File: src/rtl/mbf_pkg.sv
package mbf_pkg;
  localparam int BYTE_W    = 8;
  localparam int SEP_LEN   = 4;                 // CR LF CR LF
  localparam int MARK_LEN  = 5;                 // CR LF '.' CR LF
  localparam int VIRT_LEN  = 2;                 // leading CR LF implied by the separator
  localparam int STUFF_POS = MARK_LEN - 2;      // held prefix CR LF '.'
  localparam int Q_DEPTH   = MARK_LEN + 1;      // worst-case burst incl. terminator
  localparam int Q_CNT_W   = $clog2(Q_DEPTH + 1);
  localparam int SEP_W     = $clog2(SEP_LEN);
  localparam int MATCH_W   = $clog2(MARK_LEN + 1);

  typedef logic [BYTE_W-1:0] byte_t;
  typedef byte_t [Q_DEPTH-1:0] burst_t;

  localparam byte_t CH_CR  = 8'h0D;
  localparam byte_t CH_LF  = 8'h0A;
  localparam byte_t CH_DOT = 8'h2E;
  localparam byte_t CH_NUL = 8'h00;

  typedef enum logic [1:0] {
    MODE_HDR,
    MODE_BODY,
    MODE_DRAIN
  } mode_e;
endpackage

File: src/rtl/mbf_hdr_scan.sv
module mbf_hdr_scan
  import mbf_pkg::*;
(
  input  logic  clk_i,
  input  logic  rst_ni,
  input  logic  step_i,
  input  logic  last_i,
  input  byte_t data_i,
  output logic  found_o
);
  logic [SEP_W-1:0] pos_q, pos_d;
  byte_t            want;
  logic             at_end;

  // separator alternates CR / LF, so the parity of the position selects the byte
  always_comb begin
    want    = pos_q[0] ? CH_LF : CH_CR;
    at_end  = (pos_q == SEP_W'(SEP_LEN - 1));
    found_o = step_i && at_end && (data_i == want);
    if (data_i == want) pos_d = at_end ? '0 : pos_q + SEP_W'(1);
    else if (data_i == CH_CR) pos_d = SEP_W'(1);
    else pos_d = '0;
    if (last_i) pos_d = '0;
  end

  always_ff @(posedge clk_i or negedge rst_ni) begin
    if (!rst_ni) pos_q <= '0;
    else if (step_i) pos_q <= pos_d;
  end
endmodule

File: src/rtl/mbf_body_match.sv
module mbf_body_match
  import mbf_pkg::*;
(
  input  logic               clk_i,
  input  logic               rst_ni,
  input  logic               start_i,
  input  logic               step_i,
  input  logic               last_i,
  input  byte_t              data_i,
  output burst_t             burst_o,
  output logic [Q_CNT_W-1:0] cnt_o,
  output logic               term_o,
  output logic               trunc_o,
  output logic               end_o
);
  logic [MATCH_W-1:0] m_q, m_d;
  logic               virt_q, virt_d;
  logic hit, at_tail, keep, is_stuff, restart, flush;

  function automatic byte_t mark_byte(int idx);
    case (idx)
      0, 3:    return CH_CR;
      1, 4:    return CH_LF;
      default: return CH_DOT;
    endcase
  endfunction

  always_comb begin
    hit      = (data_i == mark_byte(int'(m_q)));
    at_tail  = (m_q == MATCH_W'(MARK_LEN - 1));
    end_o    = step_i && hit && at_tail;
    keep     = hit && !at_tail;
    is_stuff = !hit && (m_q == MATCH_W'(STUFF_POS)) && (data_i == CH_DOT);
    restart  = !hit && !is_stuff && (data_i == CH_CR);
    flush    = !hit && !is_stuff && !restart;

    burst_o = '0;
    cnt_o   = '0;
    term_o  = 1'b0;
    trunc_o = 1'b0;
    if (hit && at_tail) begin
      burst_o[0] = CH_NUL;
      cnt_o      = Q_CNT_W'(1);
      term_o     = 1'b1;
    end else begin
      if (!keep || last_i) begin
        for (int i = 0; i < MARK_LEN - 1; i++) begin
          if (i < int'(m_q) && !(virt_q && i < VIRT_LEN)) begin
            burst_o[cnt_o] = mark_byte(i);
            cnt_o          = cnt_o + Q_CNT_W'(1);
          end
        end
      end
      if ((flush || last_i) && !is_stuff) begin
        burst_o[cnt_o] = data_i;
        cnt_o          = cnt_o + Q_CNT_W'(1);
      end
      if (last_i) begin
        burst_o[cnt_o] = CH_NUL;
        cnt_o          = cnt_o + Q_CNT_W'(1);
        term_o         = 1'b1;
        trunc_o        = 1'b1;
      end
    end

    if (keep) m_d = m_q + MATCH_W'(1);
    else if (restart) m_d = MATCH_W'(1);
    else m_d = '0;
    virt_d = keep && virt_q;
    if (last_i || (hit && at_tail)) begin
      m_d    = '0;
      virt_d = 1'b0;
    end
  end

  always_ff @(posedge clk_i or negedge rst_ni) begin
    if (!rst_ni) begin
      m_q    <= '0;
      virt_q <= 1'b0;
    end else if (start_i) begin
      m_q    <= MATCH_W'(VIRT_LEN);
      virt_q <= 1'b1;
    end else if (step_i) begin
      m_q    <= m_d;
      virt_q <= virt_d;
    end
  end
endmodule

File: src/rtl/mbf_out_queue.sv
module mbf_out_queue
  import mbf_pkg::*;
(
  input  logic               clk_i,
  input  logic               rst_ni,
  input  logic               load_i,
  input  burst_t             burst_i,
  input  logic [Q_CNT_W-1:0] cnt_i,
  input  logic               term_i,
  input  logic               trunc_i,
  output logic               can_load_o,
  output logic               out_valid_o,
  input  logic               out_ready_i,
  output byte_t              out_data_o,
  output logic               out_last_o,
  output logic               out_trunc_o
);
  burst_t             q_q;
  logic [Q_CNT_W-1:0] cnt_q;
  logic               term_q, trunc_q, pop;

  assign out_valid_o = (cnt_q != '0);
  assign pop         = out_valid_o && out_ready_i;
  assign can_load_o  = (cnt_q == '0) || ((cnt_q == Q_CNT_W'(1)) && out_ready_i);
  assign out_data_o  = q_q[0];
  assign out_last_o  = out_valid_o && (cnt_q == Q_CNT_W'(1)) && term_q;
  assign out_trunc_o = out_last_o && trunc_q;

  always_ff @(posedge clk_i or negedge rst_ni) begin
    if (!rst_ni) begin
      q_q     <= '0;
      cnt_q   <= '0;
      term_q  <= 1'b0;
      trunc_q <= 1'b0;
    end else if (load_i) begin
      q_q     <= burst_i;
      cnt_q   <= cnt_i;
      term_q  <= term_i;
      trunc_q <= trunc_i;
    end else if (pop) begin
      for (int i = 0; i < Q_DEPTH - 1; i++) q_q[i] <= q_q[i+1];
      q_q[Q_DEPTH-1] <= '0;
      cnt_q          <= cnt_q - Q_CNT_W'(1);
    end
  end
endmodule

File: src/rtl/mail_body_filter.sv
module mail_body_filter
  import mbf_pkg::*;
(
  input  logic        clk_i,
  input  logic        rst_ni,
  input  logic        in_valid_i,
  output logic        in_ready_o,
  input  logic [7:0]  in_data_i,
  input  logic        in_last_i,
  output logic        out_valid_o,
  input  logic        out_ready_i,
  output logic [7:0]  out_data_o,
  output logic        out_last_o,
  output logic        out_trunc_o
);
  mode_e              mode_q, mode_d;
  logic               in_fire, hdr_step, body_step, body_start, hdr_found;
  logic               in_hdr;
  burst_t             bm_burst, ld_burst;
  logic [Q_CNT_W-1:0] bm_cnt, ld_cnt;
  logic               bm_term, bm_trunc, bm_end, ld_term, ld_trunc;

  assign in_fire    = in_valid_i && in_ready_o;
  assign hdr_step   = in_fire && (mode_q == MODE_HDR);
  assign body_step  = in_fire && (mode_q == MODE_BODY);
  assign body_start = hdr_found && !in_last_i;
  assign in_hdr     = (mode_q == MODE_HDR);

  mbf_hdr_scan i_hdr_scan (
    .clk_i   (clk_i),
    .rst_ni  (rst_ni),
    .step_i  (hdr_step),
    .last_i  (in_last_i),
    .data_i  (in_data_i),
    .found_o (hdr_found)
  );

  mbf_body_match i_body_match (
    .clk_i   (clk_i),
    .rst_ni  (rst_ni),
    .start_i (body_start),
    .step_i  (body_step),
    .last_i  (in_last_i),
    .data_i  (in_data_i),
    .burst_o (bm_burst),
    .cnt_o   (bm_cnt),
    .term_o  (bm_term),
    .trunc_o (bm_trunc),
    .end_o   (bm_end)
  );

  always_comb begin
    ld_burst = '0;
    ld_cnt   = '0;
    ld_term  = 1'b0;
    ld_trunc = 1'b0;
    mode_d   = mode_q;
    unique case (mode_q)
      MODE_HDR: begin
        if (in_last_i) begin
          ld_burst[0] = CH_NUL;
          ld_cnt      = Q_CNT_W'(1);
          ld_term     = 1'b1;
          ld_trunc    = 1'b1;
        end else if (hdr_found) begin
          mode_d = MODE_BODY;
        end
      end
      MODE_BODY: begin
        ld_burst = bm_burst;
        ld_cnt   = bm_cnt;
        ld_term  = bm_term;
        ld_trunc = bm_trunc;
        if (bm_end) mode_d = in_last_i ? MODE_HDR : MODE_DRAIN;
        else if (in_last_i) mode_d = MODE_HDR;
      end
      MODE_DRAIN: if (in_last_i) mode_d = MODE_HDR;
      default: mode_d = MODE_HDR;
    endcase
    if (!in_fire) mode_d = mode_q;
  end

  always_ff @(posedge clk_i or negedge rst_ni) begin
    if (!rst_ni) mode_q <= MODE_HDR;
    else mode_q <= mode_d;
  end

  mbf_out_queue i_out_queue (
    .clk_i       (clk_i),
    .rst_ni      (rst_ni),
    .load_i      (in_fire),
    .burst_i     (ld_burst),
    .cnt_i       (ld_cnt),
    .term_i      (ld_term),
    .trunc_i     (ld_trunc),
    .can_load_o  (in_ready_o),
    .out_valid_o (out_valid_o),
    .out_ready_i (out_ready_i),
    .out_data_o  (out_data_o),
    .out_last_o  (out_last_o),
    .out_trunc_o (out_trunc_o)
  );
endmodule

File: config.mk
export PLATFORM = sky130hd
export DESIGN_NAME = mail_body_filter
export DESIGN_NICKNAME = d
export VERILOG_FILES = /design/src/rtl/mbf_pkg.sv /design/src/rtl/mbf_hdr_scan.sv /design/src/rtl/mbf_body_match.sv /design/src/rtl/mbf_out_queue.sv /design/src/rtl/mail_body_filter.sv
export SDC_FILE = /design/constraint.sdc
export NUM_CORES = 1
export LEC_CHECK = 0
export BUFFER_PORTS_ARGS = -buffer_cell sky130_fd_sc_hd__buf_2
export CAP_MARGIN = 10
export CORE_MARGIN = 3
export CORE_UTILIZATION = 45
export DETAILED_ROUTE_END_ITERATION = 8
export PLACE_DENSITY_LB_ADDON = 0.25
export SLEW_MARGIN = 10
export SYNTH_ARGS = -nofsm -noshare
export SYNTH_HDL_FRONTEND = slang
export SYNTH_SLANG_ARGS = --single-unit
File: constraint.sdc
create_clock -name clk_i -period 13.15 [get_ports clk_i]
set_input_delay 1.315 -clock clk_i [delete_from_list [all_inputs] [get_ports clk_i]]
set_output_delay 1.315 -clock clk_i [all_outputs]
set_load 0.01 [all_outputs]
==> results of run 1 <==
path summary, 6_finish.rpt:
check,start,to
worst max register to register,i_body_match.m_q[2]$_DFFE_PN0P_,i_out_queue.q_q[29]$_DFFE_PN0P_
min in group asynchronous,rst_ni,i_hdr_scan.pos_q[0]$_DFFE_PN0P_
worst min register to register,i_out_queue.q_q[30]$_DFFE_PN0P_,i_out_queue.q_q[30]$_DFFE_PN0P_
worst max-delay path,i_body_match.m_q[2]$_DFFE_PN0P_,i_out_queue.q_q[29]$_DFFE_PN0P_
max in group asynchronous,rst_ni,i_out_queue.q_q[13]$_DFFE_PN0P_
worst min-delay path,i_out_queue.q_q[30]$_DFFE_PN0P_,i_out_queue.q_q[30]$_DFFE_PN0P_
final cells by class:
cell class / count / area share
clock buffer: 11 / 0.0290
inverter: 18 / 0.0149
sequential: 61 / 0.337
timing repair buffer: 29 / 0.0348
multi-input combinational: 376 / 0.544
tap: 126 / 0.0348
clock inverter: 5 / 0.00607
worst reg2reg max path, cell delays in order, from the launching register on:
cell,delay (ps)
dfrtp_1,860
inv_1,340
nand2_1,230
inv_1,120
fa_1,660
inv_1,80
ha_1,280
inv_1,40
a21o_1,210
nor2_2,220
ha_1,280
xnor2_1,140
a211oi_1,340
a21oi_2,90
o21ai_1,390
o22ai_1,160
cells by family after synthesis:
logic type      Yosys count  share of synthesized area
buf+inv                  63                     0.0677
mux                      17                     0.0416
compound gates          174                      0.275
fa+ha+maj                15                     0.0457
xor+xnor                  6                     0.0141
simple gates            164                      0.198
flops                    61                      0.357
placed cells by master, fill, tap and decap left out, types with 4 or more instances in the layout:
master / Yosys / final
buf_4: 11 / 5
a21oi_1: 54 / 54
a32o_1: 5 / 5
mux2i_1: 14 / 13
a2bb2oi_1: 5 / 5
nor2_1: 51 / 51
a211o_1: 4 / 4
clkinv_2: 0 / 4
nand2b_1: 7 / 7
and3_1: 4 / 4
nand2_1: 42 / 42
a32oi_1: 6 / 6
ha_1: 14 / 14
nand3_1: 12 / 12
a31oi_1: 4 / 4
o22ai_1: 31 / 31
a22o_1: 5 / 5
a211oi_1: 5 / 5
buf_2: 9 / 24
nor3_1: 15 / 15
and2_1: 4 / 4
a21o_1: 5 / 5
inv_1: 18 / 18
dfrtp_1: 61 / 61
a22oi_1: 7 / 7
clkbuf_8: 0 / 9
o21ai_0: 20 / 20
routing by layer:
layer  global-route usage  up-vias
met5                    0        -
met4               0.0618        0
met3               0.0382       20
met2                0.328      102
met1                0.313     1798
li1                     -     1821
flip-flops by register name (all words and copies together), names as in the netlist:
signal and cells:
i_body_match.virt_q 1, i_hdr_scan.pos_q 2, mode_q 2, i_out_queue.trunc_q 1
i_out_queue.term_q 1, i_out_queue.out_data_o 8, i_body_match.m_q 3, i_out_queue.q_q 40
i_out_queue.cnt_q 3
metrics by stage:
stage / hold slack (ps) / setup WS (ps)
6_report: 483 / 8570
5_1_grt: 500 / 8190
4_1_cts: 487 / 8610
3_5_place_dp: 470 / 8270
3_3_place_gp: 463 / 8370
2_1_floorplan: 450 / 8920
report_power, final:
| part | switching (mW) | internal [mW] | total (mW) |
|---|---|---|---|
| registers | 0.0433 | 0.249 | 0.293 |
| clock network | 0.0751 | 0.0671 | 0.142 |
| logic | 0.296 | 0.189 | 0.485 |
==> results.json, run 1 <==
{
  "power_density_mw_per_mm2": 203,
  "clockBufferDepth": 2,
  "r2r_cells": 15,
  "finalHoldViolCount": 0,
  "cts_sinks": 61,
  "dieArea_mm2": 0.0107,
  "ys_seq_area_frac": 0.357,
  "dp_hpwl_um": 7630,
  "crit_type": "flip-flop to flip-flop",
  "layout-drive-gt1-share": 0.134,
  "hold_path_depth": 2,
  "path_clk_slew_ps": 70,
  "hold_class": "flip-flop to flip-flop",
  "clock_latency_ps": 350,
  "crit_path_top_delay_cell": "dfrtp_1",
  "grt_pass1_wl_um": 18200,
  "fp-row-count": 34,
  "wl_met3_um": 513,
  "detailedRoute.firstPassIterationCount": 4,
  "arrival_ps": 4790,
  "wire_per_inst_um": 17.2,
  "cap_violations": 0,
  "end_kind": "flip-flop",
  "worstMarginPinSlew_ps": 836,
  "ys.flop_type": "dfrtp_1",
  "cp_data_required_time_ps": 13360,
  "syn-instance-count": 500,
  "grt.total_usage": 0.215,
  "placed_area_mm2": 0.00438,
  "finalNetCount": 523,
  "ys_seq_elements": 61,
  "skew_ps": 9.52,
  "max_slew_margin": 0.438,
  "cp.depth": 15,
  "p_total_uw": 920,
  "grt_pass1_vias": 3545,
  "setup_tns_ps": 0,
  "nFillCells": 849,
  "synth_commonest_cells": "dfrtp_1, a21oi_1, nor2_1",
  "max_freq_ghz": 0.218,
  "yosys.area.top_type": "dfrtp_1",
  "synth_area_leaders": "dfrtp_1, a21oi_1, o22ai_1",
  "worstPathMaxFanout": 25,
  "synth_top_cell_area_share": 0.357,
  "setup_violations": 0,
  "dieWidth_um": 103,
  "synth_nets": 528,
  "remaining_drc_errors": 0,
  "cp.buffers_inverters": 4,
  "cts_hold_buf": 0,
  "cts_tree": "done",
  "yosys.cell_count.top_type": "dfrtp_1",
  "cts_resized": 0,
  "cp_common_cell": "inv_1",
  "status": "completed",
  "wirelength_um": 10800,
  "slew_viol_final": 0,
  "die_height_um": 103,
  "async_flop_share": 1.00,
  "synth_edf_count": 0,
  "fin_area_mm2": 0.00454,
  "ys_types": 70,
  "finalCriticalPeriod_ps": 4580,
  "coreArea_mm2": 0.00898,
  "ant_nets": 0,
  "routed_via_density": 5.98,
  "synth_warnings": 0,
  "place_inst": 610,
  "rsz0062_at_grt": "no",
  "fin_util": 0.505,
  "antennaDiodeCount": 0,
  "drtIter0Drc": 197,
  "area_growth_pct": 6.21,
  "crit_family": "adder cells",
  "io-pin-count": 25,
  "antenna_found_initial": 0,
  "drt-met1-wl_um": 5150,
  "layout.cells.non_filler": 626,
  "vdd_drop_max_uv": 104,
  "multi_input_area_mm2": 0.00247,
  "p_leak_nw": 1.93,
  "start_util": 0.476,
  "worstPathCellList": "inv_1 > nand2_1 > inv_1 > fa_1 > inv_1 > ha_1 > inv_1 > a21o_1 > nor2_2 > ha_1 > xnor2_1 > a211oi_1 > a21oi_2 > o21ai_1 > o22ai_1",
  "clockRootBuffer": "clkbuf_8",
  "r2r_slack_ps": 8570,
  "htree_levels": 3,
  "ff_latch_area_mm2": 0.00153,
  "cpPeakStageDelay_ps": 860,
  "post-route-period-util": 0.348,
  "synth.avg_cell_area_um2": 8.54,
  "numCtsBuffers": 9,
  "grt_max_degree": 62,
  "syn-cell-area_mm2": 0.00427,
  "cts_setup_buffers": 0,
  "cp-start-kind": "flip-flop",
  "top_layer": "met4",
  "dr_total_vias": 3741,
  "io_buffers": 24,
  "dr_wl_met2_um": 4960,
  "grt-ovfl-total": 0,
  "gp_congestion": 0.976
}
No activity file was read; power rests on OpenSTA's default activity.
==> inputs of run 2 (changes only) <==
--- a/config.mk
+++ b/config.mk
@@ -5,6 +5,7 @@
 export SDC_FILE = /design/constraint.sdc
 export NUM_CORES = 1
 export LEC_CHECK = 0
+export ABC_AREA = 1
 export BUFFER_PORTS_ARGS = -buffer_cell sky130_fd_sc_hd__buf_2
 export CAP_MARGIN = 10
 export CORE_MARGIN = 3
==> constraint.sdc (replaced) <==
create_clock -name clk_i -period 4.8 [get_ports clk_i]
set_input_delay 0.48 -clock clk_i [delete_from_list [all_inputs] [get_ports clk_i]]
set_output_delay 0.48 -clock clk_i [all_outputs]
set_load 0.01 [all_outputs]
==> results.json, run 2 <==
{
  "setup_violations": 0,
  "nFillCells": 992,
  "dieArea_mm2": 0.0115,
  "layout.cells.non_filler": 809,
  "r2r_end": "i_out_queue.cnt_q[1]$_DFFE_PN0P_",
  "drtIter0Drc": 363,
  "rsz0062_at_grt": "no",
  "mostFrequentLayoutCells": "nand2_1, a21oi_1, nor2_1",
  "post-route-period-util": 0.859,
  "arrival_ps": 4400,
  "io_buffers": 24,
  "layout-drive-gt1-share": 0.143,
  "cts_tree": "done",
  "numCtsBuffers": 9,
  "grt_pass1_vias": 4429,
  "ff_latch_area_mm2": 0.00153,
  "cp.buffers_inverters": 3,
  "cts_sinks": 61,
  "timing.rr.start": "i_body_match.m_q[2]$_DFFE_PN0P_",
  "r2r_slack_ps": 680,
  "grt.total_usage": 0.242,
  "routed_via_density": 5.64,
  "finalHoldViolCount": 0,
  "power_density_mw_per_mm2": 391,
  "yosys.area.top_type": "dfrtp_1",
  "clockBufferDepth": 2,
  "crit_path_top_delay_cell": "fa_1",
  "crit_type": "flip-flop to flip-flop",
  "detailedRoute.firstPassIterationCount": 5,
  "ys_seq_elements": 61,
  "area_growth_pct": 7.76,
  "cap_violations": 0,
  "cp_data_required_time_ps": 5080,
  "dp_hpwl_um": 9490,
  "syn-instance-count": 664,
  "synth_nets": 692,
  "r2r_cells": 18,
  "status": "completed",
  "multi_input_area_mm2": 0.00266,
  "synth_top_cell_area_share": 0.332,
  "worstMarginPinSlew_ps": 916,
  "max_slew_margin": 0.387,
  "fp-row-count": 36,
  "synth.avg_cell_area_um2": 6.92,
  "slew_viol_final": 0,
  "synth_edf_count": 0,
  "setup_tns_ps": 0,
  "wire_per_inst_um": 16.0,
  "ys.flop_type": "dfrtp_1",
  "synth_warnings": 0,
  "cp-start-kind": "flip-flop",
  "fin_util": 0.502,
  "clock_latency_ps": 360,
  "skew_ps": 12.1,
  "regMostFlops": "i_out_queue.q_q",
  "grt_max_degree": 62,
  "synth_area_leaders": "dfrtp_1, nand2_1, a21oi_1",
  "vdd_drop_max_uv": 208,
  "clockRootBuffer": "clkbuf_8",
  "htree_levels": 3,
  "antennaDiodeCount": 0,
  "remaining_drc_errors": 0,
  "coreArea_mm2": 0.00986,
  "async_flop_share": 1.00,
  "end_kind": "flip-flop",
  "cts_resized": 0,
  "dr_total_vias": 4564,
  "worstPathCellList": "nor2_1 > nor2_1 > a21oi_1 > fa_1 > inv_1 > ha_1 > o21ai_1 > inv_1 > nand2_2 > inv_1 > ha_1 > nand2_1 > o21ai_2 > ha_1 > nor2_1 > a21oi_1 > nand3_1 > a21oi_1",
  "path_clk_slew_ps": 80,
  "cpPeakStageDelay_ps": 590,
  "p_leak_nw": 2.39,
  "cts_hold_buf": 0,
  "grt_pass1_wl_um": 22300,
  "yosys.cell_count.top_type": "nand2_1",
  "dieWidth_um": 107,
  "wirelength_um": 13000,
  "max_freq_ghz": 0.243,
  "ys_seq_area_frac": 0.332,
  "finalNetCount": 699,
  "ys_types": 41,
  "syn-cell-area_mm2": 0.00460,
  "gp_congestion": 0.905,
  "place_inst": 793,
  "antenna_found_initial": 0,
  "grt-ovfl-total": 0,
  "p_total_mw": 1.94,
  "crit_family": "adder cells",
  "start_util": 0.466,
  "mostFrequentLayoutCell": "nand2_1",
  "largest_reg_flops": 40,
  "finalCriticalPeriod_ps": 4120,
  "timing.hold.ws_ps": 293,
  "synth_commonest_cells": "nand2_1, a21oi_1, nor2_1",
  "die_height_um": 107,
  "ant_nets": 0,
  "hold_class": "primary input to async pin",
  "worstPathMaxFanout": 11,
  "cts_setup_buffers": 0,
  "io-pin-count": 25
}
-- run 2: routing by layer --
| layer | share of wire | vias up | GRT usage |
|---|---|---|---|
| met1 | 0.45 | 2168 | 0.335 |
| met3 | 0.068 | 20 | 0.0373 |
| met5 | 0 | - | 0 |
| li1 | - | 2216 | - |
| met2 | 0.46 | 160 | 0.384 |
| met4 | 0.022 | 0 | 0.0822 |
-- run 2: area by class of cell --
| class | count | share of cell area |
|---|---|---|
| timing repair buffer | 29 | 0.0318 |
| clock buffer | 9 | 0.0250 |
| sequential | 61 | 0.308 |
| tap | 133 | 0.0336 |
| multi-input combinational | 504 | 0.536 |
| inverter | 66 | 0.0500 |
| clock inverter | 7 | 0.0149 |
-- run 2: stage by stage --
stage	worst slack (ps)	cell area (µm²)
floorplan	1150	4600
global placement	885	4760
detailed placement	744	4760
CTS	706	4950
global route	251	4950
finish	676	4950
-- run 2: worst max path at each step --
stage,startpoint,end,cells after the start
after detailed placement,i_body_match.m_q[2]$_DFFE_PN0P_,i_out_queue.cnt_q[1]$_DFFE_PN0P_,18
after CTS,i_body_match.m_q[2]$_DFFE_PN0P_,i_out_queue.cnt_q[1]$_DFFE_PN0P_,18
after floorplan,i_body_match.m_q[2]$_DFFE_PN0P_,i_out_queue.cnt_q[1]$_DFFE_PN0P_,19
after global placement,i_body_match.m_q[2]$_DFFE_PN0P_,i_out_queue.cnt_q[1]$_DFFE_PN0P_,18
after global routing,i_body_match.m_q[2]$_DFFE_PN0P_,i_out_queue.cnt_q[1]$_DFFE_PN0P_,18
final,i_body_match.m_q[2]$_DFFE_PN0P_,i_out_queue.cnt_q[1]$_DFFE_PN0P_,18
-- run 2: kinds of logic (layout without fill, tap and decap cells) --
group	count (synthesis)	after routing	share of synthesized area
AOI/OAI and AO/OA	139	139	0.170
xor gates and xnor gates	4	4	0.00926
adders and majority gates	15	15	0.0425
buffers and inverters	99	111	0.0923
DFF	61	61	0.332
and+or+nand+nor	346	346	0.354
-- run 2: where the power goes --
part,internal [mW],switching (mW)
Combinational,0.234,0.425
Clock,0.242,0.238
Sequential,0.700,0.0976
-- run 2: worst register-to-register path: stages (launching register included) --
cell and delay (ps):
dfrtp_1 510, nor2_1 140, nor2_1 100, a21oi_1 550, fa_1 590, inv_1 150, ha_1 240, o21ai_1 170
inv_1 150, nand2_2 170, inv_1 60, ha_1 310, nand2_1 100, o21ai_2 90, ha_1 310, nor2_1 40
a21oi_1 140, nand3_1 90, a21oi_1 140
==> inputs of run 3 (changes only) <==
--- a/config.mk
+++ b/config.mk
@@ -8,11 +8,13 @@
 export ABC_AREA = 1
 export BUFFER_PORTS_ARGS = -buffer_cell sky130_fd_sc_hd__buf_2
 export CAP_MARGIN = 10
+export CELL_PAD_IN_SITES_DETAIL_PLACEMENT = 0
+export CELL_PAD_IN_SITES_GLOBAL_PLACEMENT = 2
 export CORE_MARGIN = 3
-export CORE_UTILIZATION = 45
+export CORE_UTILIZATION = 35
 export DETAILED_ROUTE_END_ITERATION = 8
 export PLACE_DENSITY_LB_ADDON = 0.25
-export SLEW_MARGIN = 10
+export SLEW_MARGIN = 15
 export SYNTH_ARGS = -nofsm -noshare
 export SYNTH_HDL_FRONTEND = slang
 export SYNTH_SLANG_ARGS = --single-unit
==> results.json, run 3 (synthesis gave the netlist of run 2 again) <==
{
  "routed_via_density": 5.24,
  "dieWidth_um": 121,
  "p_int_mw": 1.39,
  "p_sw_uw": 755,
  "dieArea_mm2": 0.0145,
  "mostFrequentLayoutCells": "nand2_1, a21oi_1, nor2_1",
  "cp_data_required_time_ps": 5060,
  "cp-start-kind": "flip-flop",
  "clockRootBuffer": "clkbuf_16",
  "max_freq_ghz": 0.241,
  "crit_type": "flip-flop to flip-flop",
  "area_growth_pct": 11.2,
  "antennaDiodeCount": 0,
  "io_buffers": 24,
  "fin_area_mm2": 0.00511,
  "grt_pass1_vias": 4154,
  "hold_class": "primary input to async pin",
  "wire_per_inst_um": 16.6,
  "start_util": 0.361,
  "slew_viol_final": 0,
  "p_total_mw": 2.14,
  "drtIter0Drc": 308,
  "die_height_um": 121,
  "cts_tree": "done",
  "io-pin-count": 25,
  "combPwrFrac": 0.310,
  "antenna_found_initial": 0,
  "p_clk_frac": 0.318,
  "mostFrequentLayoutCell": "nand2_1",
  "finalCriticalPeriod_ps": 4160,
  "max_slew_margin": 0.435,
  "skew_ps": 7.99,
  "place_inst": 832,
  "cts_resized": 0,
  "status": "completed",
  "remaining_drc_errors": 0,
  "p_sw_frac": 0.352,
  "coreArea_mm2": 0.0127,
  "cts_setup_buffers": 0,
  "worstMarginPinSlew_ps": 844,
  "seqPwrFrac": 0.372,
  "placed_area_mm2": 0.00480,
  "cts_hold_buf": 0,
  "vdd_drop_max_uv": 143,
  "clock_latency_ps": 330,
  "cts_sinks": 61,
  "rsz0062_at_grt": "no",
  "clockBufferDepth": 2,
  "grt-ovfl-total": 0,
  "arrival_ps": 4420,
  "setup_violations": 0,
  "grt.total_usage": 0.200,
  "finalNetCount": 699,
  "detailedRoute.firstPassIterationCount": 5,
  "largest_reg_flops": 40,
  "path_clk_slew_ps": 50,
  "numCtsBuffers": 9,
  "layout-drive-gt1-share": 0.139,
  "post-route-period-util": 0.866,
  "power_density_mw_per_mm2": 419,
  "gp_congestion": 0.846,
  "wirelength_um": 14000,
  "grt_max_degree": 62,
  "timing.hold.ws_ps": 329,
  "ant_nets": 0,
  "cap_violations": 0,
  "dp_hpwl_um": 10500,
  "p_leak_nw": 2.44,
  "finalHoldViolCount": 0,
  "setup_tns_ps": 0,
  "end_kind": "flip-flop",
  "layout.cells.non_filler": 847,
  "worstPathMaxFanout": 11,
  "htree_levels": 3,
  "nFillCells": 1398,
  "grt_pass1_wl_um": 22500,
  "regMostFlops": "i_out_queue.q_q",
  "dr_total_vias": 4436,
  "fp-row-count": 41
}
-- run 3: cell count changes in the layout (fill, tap and decap cells not counted), sizes merged --
cell / change
clkinv: -1
bufinv: +1
inv: -2
clkbuf: +2
clkinvlp: -1
-- run 3: final cells by class --
type                    instances  area [µm²]  area share
clock inverters                 4        73.8      0.0144
well taps                     172         215      0.0421
inverters                      66         248      0.0485
flip-flops and latches         61        1530       0.299
clock buffers                  11         233      0.0455
repair buffers                 29         158      0.0308
multi-input cells             504        2660       0.520
-- run 3: power by group through the flow --
stage	registers (mW)	clock network, mW	logic (mW)
3_5_place_dp	0.807	0	0.671
4_1_cts	0.799	0.697	0.673
2_1_floorplan	0.781	0	0.530
3_3_place_gp	0.802	0	0.664
5_1_grt	0.819	0.721	0.760
6_report	0.797	0.682	0.664
-- run 3: final timing paths --
path                            cells past startpoint                                    end  slack (ps)                                  start
max in group asynchronous                           2        i_out_queue.q_q[25]$_DFFE_PN0P_        3930                                 rst_ni
worst min register to register                      2  i_out_queue.out_data_o[6]$_DFFE_PN0P_         480  i_out_queue.out_data_o[6]$_DFFE_PN0P_
worst max-delay path                               18       i_out_queue.cnt_q[1]$_DFFE_PN0P_         640        i_body_match.m_q[2]$_DFFE_PN0P_
min in group clk_i                                  3  i_out_queue.out_data_o[7]$_DFFE_PN0P_         430                           in_data_i[7]
worst max register to register                     18       i_out_queue.cnt_q[1]$_DFFE_PN0P_         640        i_body_match.m_q[2]$_DFFE_PN0P_
worst min-delay path                                2         i_out_queue.term_q$_DFFE_PN0P_         330                                 rst_ni
-- run 3: per-layer routing --
| metal | GRT usage | part of all wire | wire length, µm |
|---|---|---|---|
| met5 | 0 | 0 | 0 |
| met4 | 0.0545 | 0.013 | 179 |
| met3 | 0.0384 | 0.036 | 500 |
| met2 | 0.308 | 0.45 | 6340 |
| met1 | 0.287 | 0.50 | 7020 |
-- run 3: per-stage QoR --
step	setup slack, ps	utilization
final	644	0.402
after global routing	314	0.402
after CTS	657	0.402
after detailed placement	681	0.378
after global placement	854	0.378
after floorplan	1150	-
-- run 3: critical path: stages (launching register included) --
cell and delay [ps]:
dfrtp_1 510, nor2_1 150, nor2_1 110, a21oi_1 540, fa_1 590, inv_1 150, ha_1 240, o21ai_1 180
inv_1 160, nand2_2 170, inv_1 60, ha_1 300, nand2_1 90, o21ai_2 90, ha_1 300, nor2_1 40
a21oi_1 130, nand3_1 110, a21oi_1 150
